File: config.mk
export PLATFORM = sky130hd
export DESIGN_NAME = pbus_slave_port
export DESIGN_NICKNAME = d
export VERILOG_FILES = /design/src/rtl/pbus_pkg.sv /design/src/rtl/pbus_sync.sv /design/src/rtl/pbus_xfer_detect.sv /design/src/rtl/pbus_flag_regs.sv /design/src/rtl/pbus_slave_port.sv
export SDC_FILE = /design/constraint.sdc
export NUM_CORES = 1
export LEC_CHECK = 0
export ABC_AREA = 1
export BUFFER_PORTS_ARGS = -buffer_cell sky130_fd_sc_hd__buf_2
export CAP_MARGIN = 20
export CORE_ASPECT_RATIO = 0.9
export CORE_UTILIZATION = 35
export DETAILED_ROUTE_END_ITERATION = 10
export MAX_ROUTING_LAYER = met4
export PLACE_DENSITY_LB_ADDON = 0.3
export SETUP_SLACK_MARGIN = 0.5
export SYNTH_ARGS = -nofsm -noshare
export SYNTH_HDL_FRONTEND = slang
export SYNTH_SLANG_ARGS = --single-unit
File: constraint.sdc
create_clock -name clk -period 1.5 [get_ports clk]
set_clock_uncertainty 0.1 [all_clocks]
set_input_delay 0.075 -clock clk [delete_from_list [all_inputs] [get_ports clk]]
set_output_delay 0.075 -clock clk [all_outputs]
set_load 0.05 [all_outputs]
File: src/rtl/pbus_pkg.sv
package pbus_pkg;

    localparam int PBUS_DATA_W   = 8;
    localparam int PBUS_CTRL_W   = 3;
    localparam int PBUS_CTRL_CS  = 2;
    localparam int PBUS_CTRL_WR  = 1;
    localparam int PBUS_CTRL_RD  = 0;

    // Combined external conditions seen in the previous cycle
    typedef struct packed {
        logic wr_act;
        logic rd_act;
    } pbus_xfer_t;

    // Local status flags
    typedef struct packed {
        logic ibf;
        logic obf;
        logic ovf;
        logic irq;
    } pbus_flag_t;

endpackage

File: src/rtl/pbus_sync.sv
module pbus_sync #(
    parameter int              W      = 3,
    parameter int              STAGES = 2,
    parameter logic [W-1:0]    IDLE   = '1
) (
    input  logic         clk,
    input  logic         rst_n,
    input  logic [W-1:0] async_i,
    output logic [W-1:0] sync_o
);

    localparam int LAST = STAGES - 1;

    logic [W-1:0] stage_d [STAGES];
    logic [W-1:0] stage_q [STAGES];

    generate
        for (genvar g = 0; g < STAGES; g++) begin : g_stage
            if (g == 0) begin : g_first
                assign stage_d[g] = async_i;
            end else begin : g_next
                assign stage_d[g] = stage_q[g-1];
            end

            always_ff @(posedge clk or negedge rst_n) begin
                if (!rst_n) begin
                    stage_q[g] <= IDLE;
                end else begin
                    stage_q[g] <= stage_d[g];
                end
            end
        end
    endgenerate

    assign sync_o = stage_q[LAST];

endmodule

File: src/rtl/pbus_xfer_detect.sv
module pbus_xfer_detect
    import pbus_pkg::*;
(
    input  logic clk,
    input  logic rst_n,
    input  logic mode_en,
    input  logic cs_s_n,
    input  logic wr_s_n,
    input  logic rd_s_n,
    output logic wr_evt,
    output logic rd_evt
);

    pbus_xfer_t st_d, st_q;
    logic       wr_now;
    logic       rd_now;

    always_comb begin
        // Combined condition, qualified by chip select
        wr_now = ~cs_s_n & ~wr_s_n;
        rd_now = ~cs_s_n & ~rd_s_n;

        // An event fires when a condition seen last cycle has ended
        wr_evt = mode_en & st_q.wr_act & ~wr_now;
        rd_evt = mode_en & st_q.rd_act & ~rd_now;

        st_d        = st_q;
        st_d.wr_act = mode_en & wr_now;
        st_d.rd_act = mode_en & rd_now;
    end

    always_ff @(posedge clk or negedge rst_n) begin
        if (!rst_n) begin
            st_q <= '0;
        end else begin
            st_q <= st_d;
        end
    end

endmodule

File: src/rtl/pbus_flag_regs.sv
module pbus_flag_regs
    import pbus_pkg::*;
#(
    parameter int DATA_W = PBUS_DATA_W
) (
    input  logic              clk,
    input  logic              rst_n,
    input  logic              wr_evt,
    input  logic              rd_evt,
    input  logic [DATA_W-1:0] ext_data_in,
    input  logic              loc_in_rd,
    input  logic              loc_out_wr,
    input  logic [DATA_W-1:0] loc_out_wdata,
    input  logic              loc_irq_clr,
    input  logic              loc_ovf_clr,
    output logic [DATA_W-1:0] in_data,
    output logic [DATA_W-1:0] out_data,
    output pbus_flag_t        flags
);

    typedef struct packed {
        logic [DATA_W-1:0] in_byte;
        logic [DATA_W-1:0] out_byte;
        pbus_flag_t        fl;
    } regs_t;

    regs_t r_d, r_q;

    always_comb begin
        r_d = r_q;

        if (wr_evt) begin
            r_d.in_byte = ext_data_in;
        end
        if (loc_out_wr) begin
            r_d.out_byte = loc_out_wdata;
        end

        // For every flag, a set in the same cycle as a clear wins
        r_d.fl.ibf = wr_evt | (r_q.fl.ibf & ~loc_in_rd);
        r_d.fl.obf = loc_out_wr | (r_q.fl.obf & ~rd_evt);
        r_d.fl.ovf = (wr_evt & r_q.fl.ibf & ~loc_in_rd)
                   | (r_q.fl.ovf & ~loc_ovf_clr);
        r_d.fl.irq = wr_evt | rd_evt | (r_q.fl.irq & ~loc_irq_clr);
    end

    always_ff @(posedge clk or negedge rst_n) begin
        if (!rst_n) begin
            r_q <= '0;
        end else begin
            r_q <= r_d;
        end
    end

    assign in_data  = r_q.in_byte;
    assign out_data = r_q.out_byte;
    assign flags    = r_q.fl;

endmodule

File: src/rtl/pbus_slave_port.sv
module pbus_slave_port
    import pbus_pkg::*;
#(
    parameter int DATA_W      = PBUS_DATA_W,
    parameter int SYNC_STAGES = 2
) (
    input  logic              clk,
    input  logic              rst_n,
    input  logic              mode_en,
    input  logic              ext_cs_n,
    input  logic              ext_wr_n,
    input  logic              ext_rd_n,
    input  logic [DATA_W-1:0] ext_data_in,
    output logic [DATA_W-1:0] ext_data_out,
    output logic              ext_data_oe,
    input  logic              loc_in_rd,
    output logic [DATA_W-1:0] loc_in_data,
    input  logic              loc_out_wr,
    input  logic [DATA_W-1:0] loc_out_wdata,
    input  logic              loc_irq_clr,
    input  logic              loc_ovf_clr,
    output logic              ibf,
    output logic              obf,
    output logic              ovf,
    output logic              irq
);

    logic [PBUS_CTRL_W-1:0] ctrl_raw;
    logic [PBUS_CTRL_W-1:0] ctrl_s;
    logic                   wr_evt;
    logic                   rd_evt;
    logic [DATA_W-1:0]      out_data;
    pbus_flag_t             flags;

    always_comb begin
        ctrl_raw               = '1;
        ctrl_raw[PBUS_CTRL_CS] = ext_cs_n;
        ctrl_raw[PBUS_CTRL_WR] = ext_wr_n;
        ctrl_raw[PBUS_CTRL_RD] = ext_rd_n;
    end

    pbus_sync #(
        .W      (PBUS_CTRL_W),
        .STAGES (SYNC_STAGES),
        .IDLE   ('1)
    ) u_sync (
        .clk     (clk),
        .rst_n   (rst_n),
        .async_i (ctrl_raw),
        .sync_o  (ctrl_s)
    );

    pbus_xfer_detect u_detect (
        .clk     (clk),
        .rst_n   (rst_n),
        .mode_en (mode_en),
        .cs_s_n  (ctrl_s[PBUS_CTRL_CS]),
        .wr_s_n  (ctrl_s[PBUS_CTRL_WR]),
        .rd_s_n  (ctrl_s[PBUS_CTRL_RD]),
        .wr_evt  (wr_evt),
        .rd_evt  (rd_evt)
    );

    pbus_flag_regs #(
        .DATA_W (DATA_W)
    ) u_regs (
        .clk           (clk),
        .rst_n         (rst_n),
        .wr_evt        (wr_evt),
        .rd_evt        (rd_evt),
        .ext_data_in   (ext_data_in),
        .loc_in_rd     (loc_in_rd),
        .loc_out_wr    (loc_out_wr),
        .loc_out_wdata (loc_out_wdata),
        .loc_irq_clr   (loc_irq_clr),
        .loc_ovf_clr   (loc_ovf_clr),
        .in_data       (loc_in_data),
        .out_data      (out_data),
        .flags         (flags)
    );

    // The bus drive follows the raw pins so that the master sees data within its own access
    always_comb begin
        ext_data_oe  = mode_en & ~ext_cs_n & ~ext_rd_n;
        ext_data_out = ext_data_oe ? out_data : '0;
    end

    assign ibf = flags.ibf;
    assign obf = flags.obf;
    assign ovf = flags.ovf;
    assign irq = flags.irq;

endmodule

==> metrics.txt, run 1 <==
status completed; slowest cell delay on critical path 0.35 ns; Core ar. 2860 µm²; Rows 18; Top Ports 47; synth top area cells dfrtp_1, dfstp_2, nand2_1, inv_1, nand3_1; max cap viols 0; worst-path fanout max 2; fin crit share 0.8078; Iteration-0 DRC Markers 43; vias in the first global route 1,130; WL/cell 13.75 µm; PwrDens 937.9 nW/µm²; CP endpoint kind primary output; RSZ-0062 raised after global routing yes; post-synth top area share 0.4983; largest net degree at the start of global routing 29; dominant cell type by area after synthesis dfrtp_1; Max Transition Viols Final 0; DRT Pass-1 Iters 4; Avg Cell Area, Syn 9.443 µm²; die extent in y 55.30 µm; Synth-to-Final Area Change 89.24%; Vias per Instance 4.455; TritonCTS Sinks 28; GRT Overall Usage 0.1931; Layout fillers 200; H-tree depth reported by CTS 1; Pleak 1.053 nW; WP data arrival 1.04 ns; Warnings, synthesis 0; PortBufs 46; Reg clk slew, reported paths 0.14 ns; Multi-input gate area 473.0 µm²; FF/Latch Area 709.4 µm²; vias post-DR 1,096; clock root cell clkbuf_4; CTS Buffer Depth 2; worst min path class input port to flop; final setup violating endpoints 0; Starting Density 0.3863; Seq/Total Area, Yosys 0.6410; Synth top cells by count nand2_1, dfrtp_1, inv_1, nand3_1, nor2_1; fin util 0.7310; hpwl dp 1641 µm; Seq cells post-synth 28; CTS tree done; Post-Route WL 3383 µm; most common cell in the netlist nand2_1; Setup CP Type flop to primary output; DIE WIDTH 61.22 µm; dominant synthesized flop cell dfrtp_1; final hold violations 0; Max stage delay cell, worst path dfrtp_1; Yosys cell types 13; worst skew pair latency 0.32 ns; final weighted congestion in routability-driven placement 0.8107; grt total ovfl 0; die area 3385 µm²; antenna violations before repair 0; proportion of layout cells with a drive suffix above 1 0.5583; diodes inserted 0; syn_nets 143; Async SR Flop Fraction 1.000; # DRC 0; Worst Tran Pin Value 0.6051 ns; crit path cell chain inv_1 -> nor2_2 -> buf_6; first-pass GRT wire length 4774 µm; total negative slack 0 ns; number of buffers created by CTS 3; antenna-violating nets left 0; Nets 233; Post-synth EDFFs 0; fmax 825.3 MHz; Synth Cell Area 1105 µm²; Final min period 1.212 ns; IR drop worst, VDD 0.4607 mV; crit path launch type flop; cells after synthesis 117; required time worst endpoint 1.32 ns; Slew HR 0.5966
## layout make-up
class,instances,share of cell area
clock buffers,4,0.01735
inverters,20,0.03830
multi-input cells,69,0.2262
flip-flops and latches,28,0.3393
well taps,40,0.02394
repair buffers,85,0.3549
## sequential cells by signal, summed over array words and instances (netlist names)
| signal | count |
|---|---|
| u_regs.out_data | 8 |
| u_regs.in_data | 8 |
| u_sync.stage_d | 3 |
| u_detect.st_q | 2 |
| u_regs.flags | 4 |
| u_sync.sync_o | 3 |
## placed cells by master, fill, tap and decap left out
master	Yosys	final
dlygate4sd3_1	0	25
buf_2	0	25
nand2_1	33	23
buf_6	0	21
dfrtp_1	22	21
inv_1	19	12
buf_4	2	12
nand3_2	0	9
nand2_2	1	9
nor2_2	3	8
o21ai_0	8	8
inv_2	0	6
dfstp_2	6	6
nand2_4	2	3
nand2_8	0	3
clkbuf_4	0	3
nor2_4	0	2
inv_4	1	2
nor2_1	9	2
buf_12	0	2
o21ai_2	1	1
nand3_4	0	1
clkbuf_8	0	1
dfrtp_2	0	1
## final timing paths
check / end / cells past startpoint / slack (ns) / from
setup reg to reg: u_regs.in_data[4]$_DFFE_PN0P_ / 5 / 0.31 / u_sync.sync_o[2]$_DFF_PN1_
min in group asynchronous: u_regs.in_data[4]$_DFFE_PN0P_ / 2 / 0.17 / rst_n
hold reg to reg: u_sync.sync_o[2]$_DFF_PN1_ / 0 / 0.27 / u_sync.stage_d[2]$_DFF_PN1_
hold / removal: u_regs.flags[0]$_DFF_PN0_ / 5 / 0.04 / mode_en
max in group asynchronous: u_regs.flags[3]$_DFF_PN0_ / 2 / 0.70 / rst_n
setup / recovery: ext_data_out[6] / 3 / 0.29 / u_regs.out_data[6]$_DFFE_PN0P_
## worst max-delay path: cells and delay by family (launching register included)
| kind | cells | cell delay [ns] |
|---|---|---|
| flops | 1 | 0.35 |
| buf+inv | 2 | 0.23 |
| simple gates | 1 | 0.13 |
## timing repair
item / in CTS / in global routing
endpoints found under the hold margin: 47 / 0
hold buffers: 25 / 0
pin swaps: 10 / 18
setup buffers: 9 / 5
resized for setup: 53 / 28
endpoints found under the setup margin: 34 / 34
gates cloned: 0 / 2
## report_power, final
part	switching, mW	internal, mW
Clock	0.216	0.149
Combinational	0.402	0.304
Sequential	0.0508	0.840
Total	0.669	1.29
## per-stage QoR
step                setup WS [ns]  instance area (µm²)  std cells  power, mW  hold WS (ns)
floorplan                  0.3265                 1122        117      1.183       -0.3206
global placement           0.3059                 1384        201      1.304       0.01082
detailed placement         0.2635                 1384        201      1.314       0.02355
CTS                        0.3045                 1932        239      1.878       0.03028
global route               0.2452                 2091        246      2.054       0.06739
finish                     0.2884                 2091        246      1.961       0.04121
## layer usage
metal  track usage  up-vias  part of all wire  routed length, µm
met5             -        -                 0                  0
met1        0.2012      514              0.38               1280
met3       0.03513        5             0.042                142
li1              -      533                 -                  -
met2        0.3556       44              0.56               1908
met4       0.05519        0             0.015                 51
## cells by family (layout without fill, tap and decap cells)
kind of cell           count (synthesis)  after routing  synth area share
AND/OR/NAND/NOR                       58             60            0.2310
flip-flops                            28             28            0.6410
AO/OA/AOI/OAI                          9              9           0.04417
buffers and inverters                 22            109           0.08381
Note: power is estimated with default switching activity, not from simulation.
==> run 2, diff against run 1 <==
clock period = 1.1 ns   (was 1.5 ns; I/O delays follow)
==> run 2 against run 1 <==
Net effect: the flow now finishes with violations (hold timing, setup timing); worst hold slack got worse by 0.43 ns; utilization shrank 0.79 points; sequential share of layout area grew 0.49 points; non-clock buffer count down 18; total power rose by 35%; critical path type unchanged; final cell count shrank 7.3%; count of clock-buffer cells in the layout is the same; sequential cell count is the same.
==> metrics.txt, run 2 (same netlist as run 1, synthesis figures left out) <==
Final min period 1.163 ns; Pleak 0.9963 nW; slowest cell delay on critical path 0.39 ns; most common cell after layout, fill and taps aside buf_6; Reg clk slew, reported paths 0.14 ns; r2r setup slk -0.04 ns; CP endpoint kind primary output; CTS Buffer Depth 2; die area 3385 µm²; worst skew pair latency 0.32 ns; number of buffers created by CTS 3; largest net degree at the start of global routing 29; clock root cell clkbuf_4; worst min path class input port to async pin; FF/Latch Area 711.9 µm²; crit path launch type flop; first-pass GRT wire length 4340 µm; TritonCTS Sinks 28; Core ar. 2860 µm²; most frequent cells in the layout buf_6, buf_2, nand2_1; R2R Path Start u_sync.sync_o[1]$_DFF_PN1_; CTS hold repair buffers 3; RSZ-0062 raised after global routing yes; Rows 18; proportion of layout cells with a drive suffix above 1 0.7128; Max Transition Viols Final 0; Switching Fraction 0.3407; status complete, but fails checks; Top Ports 47; clock group share of total power 0.183; GRT Overall Usage 0.1790; antenna-violating nets left 0; internal power 1.749 mW; final setup violating endpoints 17; DIE WIDTH 61.22 µm; vias post-DR 1,009; fin worst setup slack -0.06348 ns; final weighted congestion in routability-driven placement 0.7806; Seq pwr share 0.461; IR drop worst, VDD 0.8457 mV; Iteration-0 DRC Markers 18; Multi-input gate area 545.5 µm²; WL/cell 11.98 µm; violated checks hold timing, setup timing; final hold violations 49; fmax 859.5 MHz; Vias per Instance 4.425; WP data arrival 1.01 ns; logic gate share of total power 0.356; crit path from u_regs.out_data[0]$_DFFE_PN0P_; crit path to ext_data_out[0]; fin crit share 1.058; PwrDens 1283 nW/µm²; antenna violations before repair 0; Nets 215; required time worst endpoint 0.94 ns; H-tree depth reported by CTS 1; Worst R2R Path Depth 5; CTS tree done; worst-path fanout max 2; crit path cell chain inv_2 -> nor2_4 -> buf_8; Slew HR 0.6010; placed insts 205; grt total ovfl 0; total negative slack -0.6255 ns; Setup CP Type flop to primary output; max cap viols 0; Final Non-Filler Cells 228; Post-Route WL 2732 µm; Crit Reg-Reg Endpoint u_regs.in_data[6]$_DFFE_PN0P_; P_sw 0.9041 mW; DRT Pass-1 Iters 2; Max stage delay cell, worst path dfrtp_1; die extent in y 55.30 µm; Synth-to-Final Area Change 87.20%; Layout fillers 211; Starting Density 0.3863; diodes inserted 0; Worst Tran Pin Value 0.5985 ns; PortBufs 46; hold slack -0.3863 ns; hpwl dp 1540 µm; # DRC 0; vias in the first global route 937
run 2: cell count changes in the layout (fill, tap and decap cells not counted), sizes merged:
cell         delta
inv             -2
clkinvlp        +2
dlygate4sd3    -22
buf             +4
run 2: layout make-up:
type,count,area share
Sequential cell,28,0.3442
Clock buffer,4,0.01754
Timing Repair Buffer,67,0.3007
Multi-Input combinational cell,69,0.2638
Tap cell,40,0.02420
Inverter,20,0.04961
run 2: layer usage:
metal | vias to the layer above | track usage | share of wire
li1 | 502 | - | -
met1 | 463 | 0.2232 | 0.39
met2 | 40 | 0.2904 | 0.54
met3 | 4 | 0.04450 | 0.060
met4 | 0 | 0.03896 | 0.0073
met5 | - | - | 0
run 2: metrics by stage:
step                utilization  power, mW  instance area, µm²  hold slack [ns]  setup WS (ns)
floorplan                     -      1.648                1192          -0.3406        0.07878
global placement         0.5188      1.823                1484         -0.01014       0.002132
detailed placement       0.5188      1.832                1484       -0.0003072       -0.01889
CTS                      0.6728      2.566                1924          -0.3661       -0.05372
global route             0.7231      2.784                2068          -0.3591        -0.1179
finish                   0.7231      2.654                2068          -0.3863       -0.06348
run 2: timing repair:
action | CTS | global route
pin swaps | 13 | 12
setup endpoints to repair | 46 | 46
gates resized for setup | 77 | 31
endpoints found under the hold margin | 47 | 43
cloned | 2 | 0
setup buffers | 11 | 3
run 2: worst min path at each step:
| stage | to | from | slack (ns) | cells after the start |
|---|---|---|---|---|
| floorplan | u_detect.st_q[0]$_DFF_PN0_ | rst_n | -0.34 | 0 |
| global placement | u_regs.in_data[3]$_DFFE_PN0P_ | rst_n | -0.01 | 1 |
| detailed placement | u_regs.in_data[6]$_DFFE_PN0P_ | rst_n | -0.0003 | 1 |
| CTS | u_regs.in_data[6]$_DFFE_PN0P_ | rst_n | -0.37 | 1 |
| global route | u_regs.in_data[6]$_DFFE_PN0P_ | rst_n | -0.36 | 1 |
| finish | u_regs.in_data[3]$_DFFE_PN0P_ | rst_n | -0.39 | 1 |
run 2: power groups by stage:
stage / clock network [mW] / registers, mW / logic (mW)
floorplan: 0 / 1.45 / 0.195
global placement: 0 / 1.21 / 0.613
detailed placement: 0 / 1.21 / 0.619
CTS: 0.501 / 1.21 / 0.853
global route: 0.540 / 1.23 / 1.01
finish: 0.486 / 1.22 / 0.945
run 2: worst max-delay path: cells and delay by family, from the launching register on:
kind                   cells  cell delay (ns)
buffers and inverters      2             0.21
DFF                        1             0.39
and+or+nand+nor            1             0.09
==> run 3, diff against run 2 <==
CELL_PAD_IN_SITES_DETAIL_PLACEMENT = 1   (was not set)
CELL_PAD_IN_SITES_GLOBAL_PLACEMENT = 1   (was not set)
CORE_UTILIZATION = 30   (was 35)
==> run 3 against run 2 <==
Net effect: the run still ends with hold timing, setup timing left; worst setup slack improved by 0.033 ns; critical path depth rose by 2; highest routed layer unchanged; sequential power barely moved.
==> metrics.txt, run 3 (same netlist as run 1, synthesis figures left out) <==
fin worst setup slack -0.03013 ns; DIE WIDTH 65.97 µm; antenna-violating nets left 0; placed insts 209; die area 3930 µm²; Max Transition Viols Final 0; final weighted congestion in routability-driven placement 0.7126; DRT Pass-1 Iters 3; Vias per Instance 4.414; Seq pwr share 0.433; most common cell after layout, fill and taps aside nand2_1; R2R Path Start u_sync.sync_o[2]$_DFF_PN1_; Core ar. 3453 µm²; status complete, but fails checks; CP endpoint kind flop; fmax 884.9 MHz; fin crit share 1.027; Worst Tran Pin Value 0.3672 ns; worst min path class input port to async pin; Nets 222; grt total ovfl 0; clock root cell clkbuf_8; first-pass GRT wire length 4933 µm; Final Non-Filler Cells 239; vias in the first global route 1,085; proportion of layout cells with a drive suffix above 1 0.6410; Top Ports 47; diodes inserted 0; crit path launch type flop; final hold violations 47; max cap viols 0; CTS Buffer Depth 2; internal power 1.899 mW; WL/cell 14.00 µm; Setup CP Type flop to flop; Switching Fraction 0.3255; crit path cell chain inv_4 -> nand2_8 -> nand2_4 -> nand2_1 -> nand2_1; violated checks hold timing, setup timing; Rows 20; antenna violations before repair 0; most frequent cells in the layout nand2_1, buf_6, buf_2; Critical Path Most Common Cell nand2_1; Post-Route WL 3345 µm; largest net degree at the start of global routing 18; Crit Reg-Reg Endpoint u_regs.in_data[5]$_DFFE_PN0P_; Starting Density 0.3199; Layout fillers 393; WP data arrival 1.20 ns; Reg clk slew, reported paths 0.09 ns; Synth-to-Final Area Change 88.11%; TritonCTS Sinks 28; final setup violating endpoints 9; # DRC 0; IR drop worst, VDD 0.5080 mV; Worst R2R Path Depth 5; GRT Overall Usage 0.1735; vias post-DR 1,055; Final min period 1.130 ns; PortBufs 46; die extent in y 59.57 µm; hold slack -0.4197 ns; required time worst endpoint 1.16 ns; logic gate share of total power 0.349; Pleak 1.031 nW; Iteration-0 DRC Markers 15; Slew HR 0.7552; RSZ-0062 raised after global routing yes; worst-path fanout max 7; worst skew pair latency 0.26 ns; PwrDens 1355 nW/µm²; r2r setup slk -0.03 ns; Max stage delay cell, worst path dfstp_2; H-tree depth reported by CTS 1; P_sw 0.9167 mW; slowest cell delay on critical path 0.56 ns; clock group share of total power 0.218; CTS tree done; number of buffers created by CTS 3; hpwl dp 1994 µm
[run 3: how the worst max path moves through the flow]
stage                                    start                       endpoint  slack (ns)  cells after the start
finish              u_sync.sync_o[2]$_DFF_PN1_  u_regs.in_data[5]$_DFFE_PN0P_       -0.03                      5
CTS                 u_sync.sync_o[2]$_DFF_PN1_  u_regs.in_data[3]$_DFFE_PN0P_      -0.007                      5
floorplan           u_sync.sync_o[1]$_DFF_PN1_      u_regs.flags[1]$_DFF_PN0_        0.08                      5
detailed placement  u_sync.sync_o[1]$_DFF_PN1_  u_regs.in_data[7]$_DFFE_PN0P_       -0.03                      5
global route        u_sync.sync_o[2]$_DFF_PN1_  u_regs.in_data[7]$_DFFE_PN0P_       -0.07                      5
global placement    u_sync.sync_o[1]$_DFF_PN1_  u_regs.in_data[0]$_DFFE_PN0P_      -0.006                      5
[run 3: through the flow]
step,utilization,area (µm²),power [mW],setup TNS [ns],setup slack [ns]
global route,0.6018,2078,2.949,-0.7509,-0.06899
CTS,0.5442,1879,2.682,-0.01205,-0.006529
floorplan,-,1192,1.648,0,0.07878
finish,0.6018,2078,2.816,-0.1574,-0.03013
detailed placement,0.4348,1501,1.851,-0.1966,-0.03093
global placement,0.4348,1501,1.833,-0.03144,-0.006296
[run 3: final cells by class]
type                    instances  area (µm²)  share of cell area
well taps                      44       55.05             0.02649
inverters                      20       100.1             0.04816
repair buffers                 74       694.4              0.3341
clock buffers                   4       55.05             0.02649
multi-input cells              69       461.7              0.2222
flip-flops and latches         28       711.9              0.3426
[run 3: per-layer routing]
layer | routed length [µm] | track usage | vias to the layer above
met1 | 1225 | 0.1920 | 511
met2 | 1963 | 0.3251 | 33
met3 | 146 | 0.02500 | 2
met4 | 10 | 0.04559 | 0
li1 | - | - | 509
met5 | 0 | - | -
[run 3: worst max-delay path: cells and delay by family, from the launching register on]
| family | cells | cell delay [ns] |
|---|---|---|
| AND/OR/NAND/NOR | 4 | 0.31 |
| buffers and inverters | 1 | 0.06 |
| flip-flops | 1 | 0.56 |
[run 3: timing repair]
action,4_1_cts,5_1_grt
buffers inserted,9,12
hold endpoints to repair,50,49
pin swaps,4,11
resized for setup,69,19
hold buffers,1,2
endpoints found under the setup margin,46,46
gates cloned,1,1
[run 3: power by group through the flow]
stage	logic, mW	clock network, mW	registers [mW]
2_1_floorplan	0.195	0	1.45
3_3_place_gp	0.623	0	1.21
5_1_grt	1.05	0.674	1.23
6_report	0.982	0.614	1.22
3_5_place_dp	0.633	0	1.22
4_1_cts	0.831	0.635	1.22
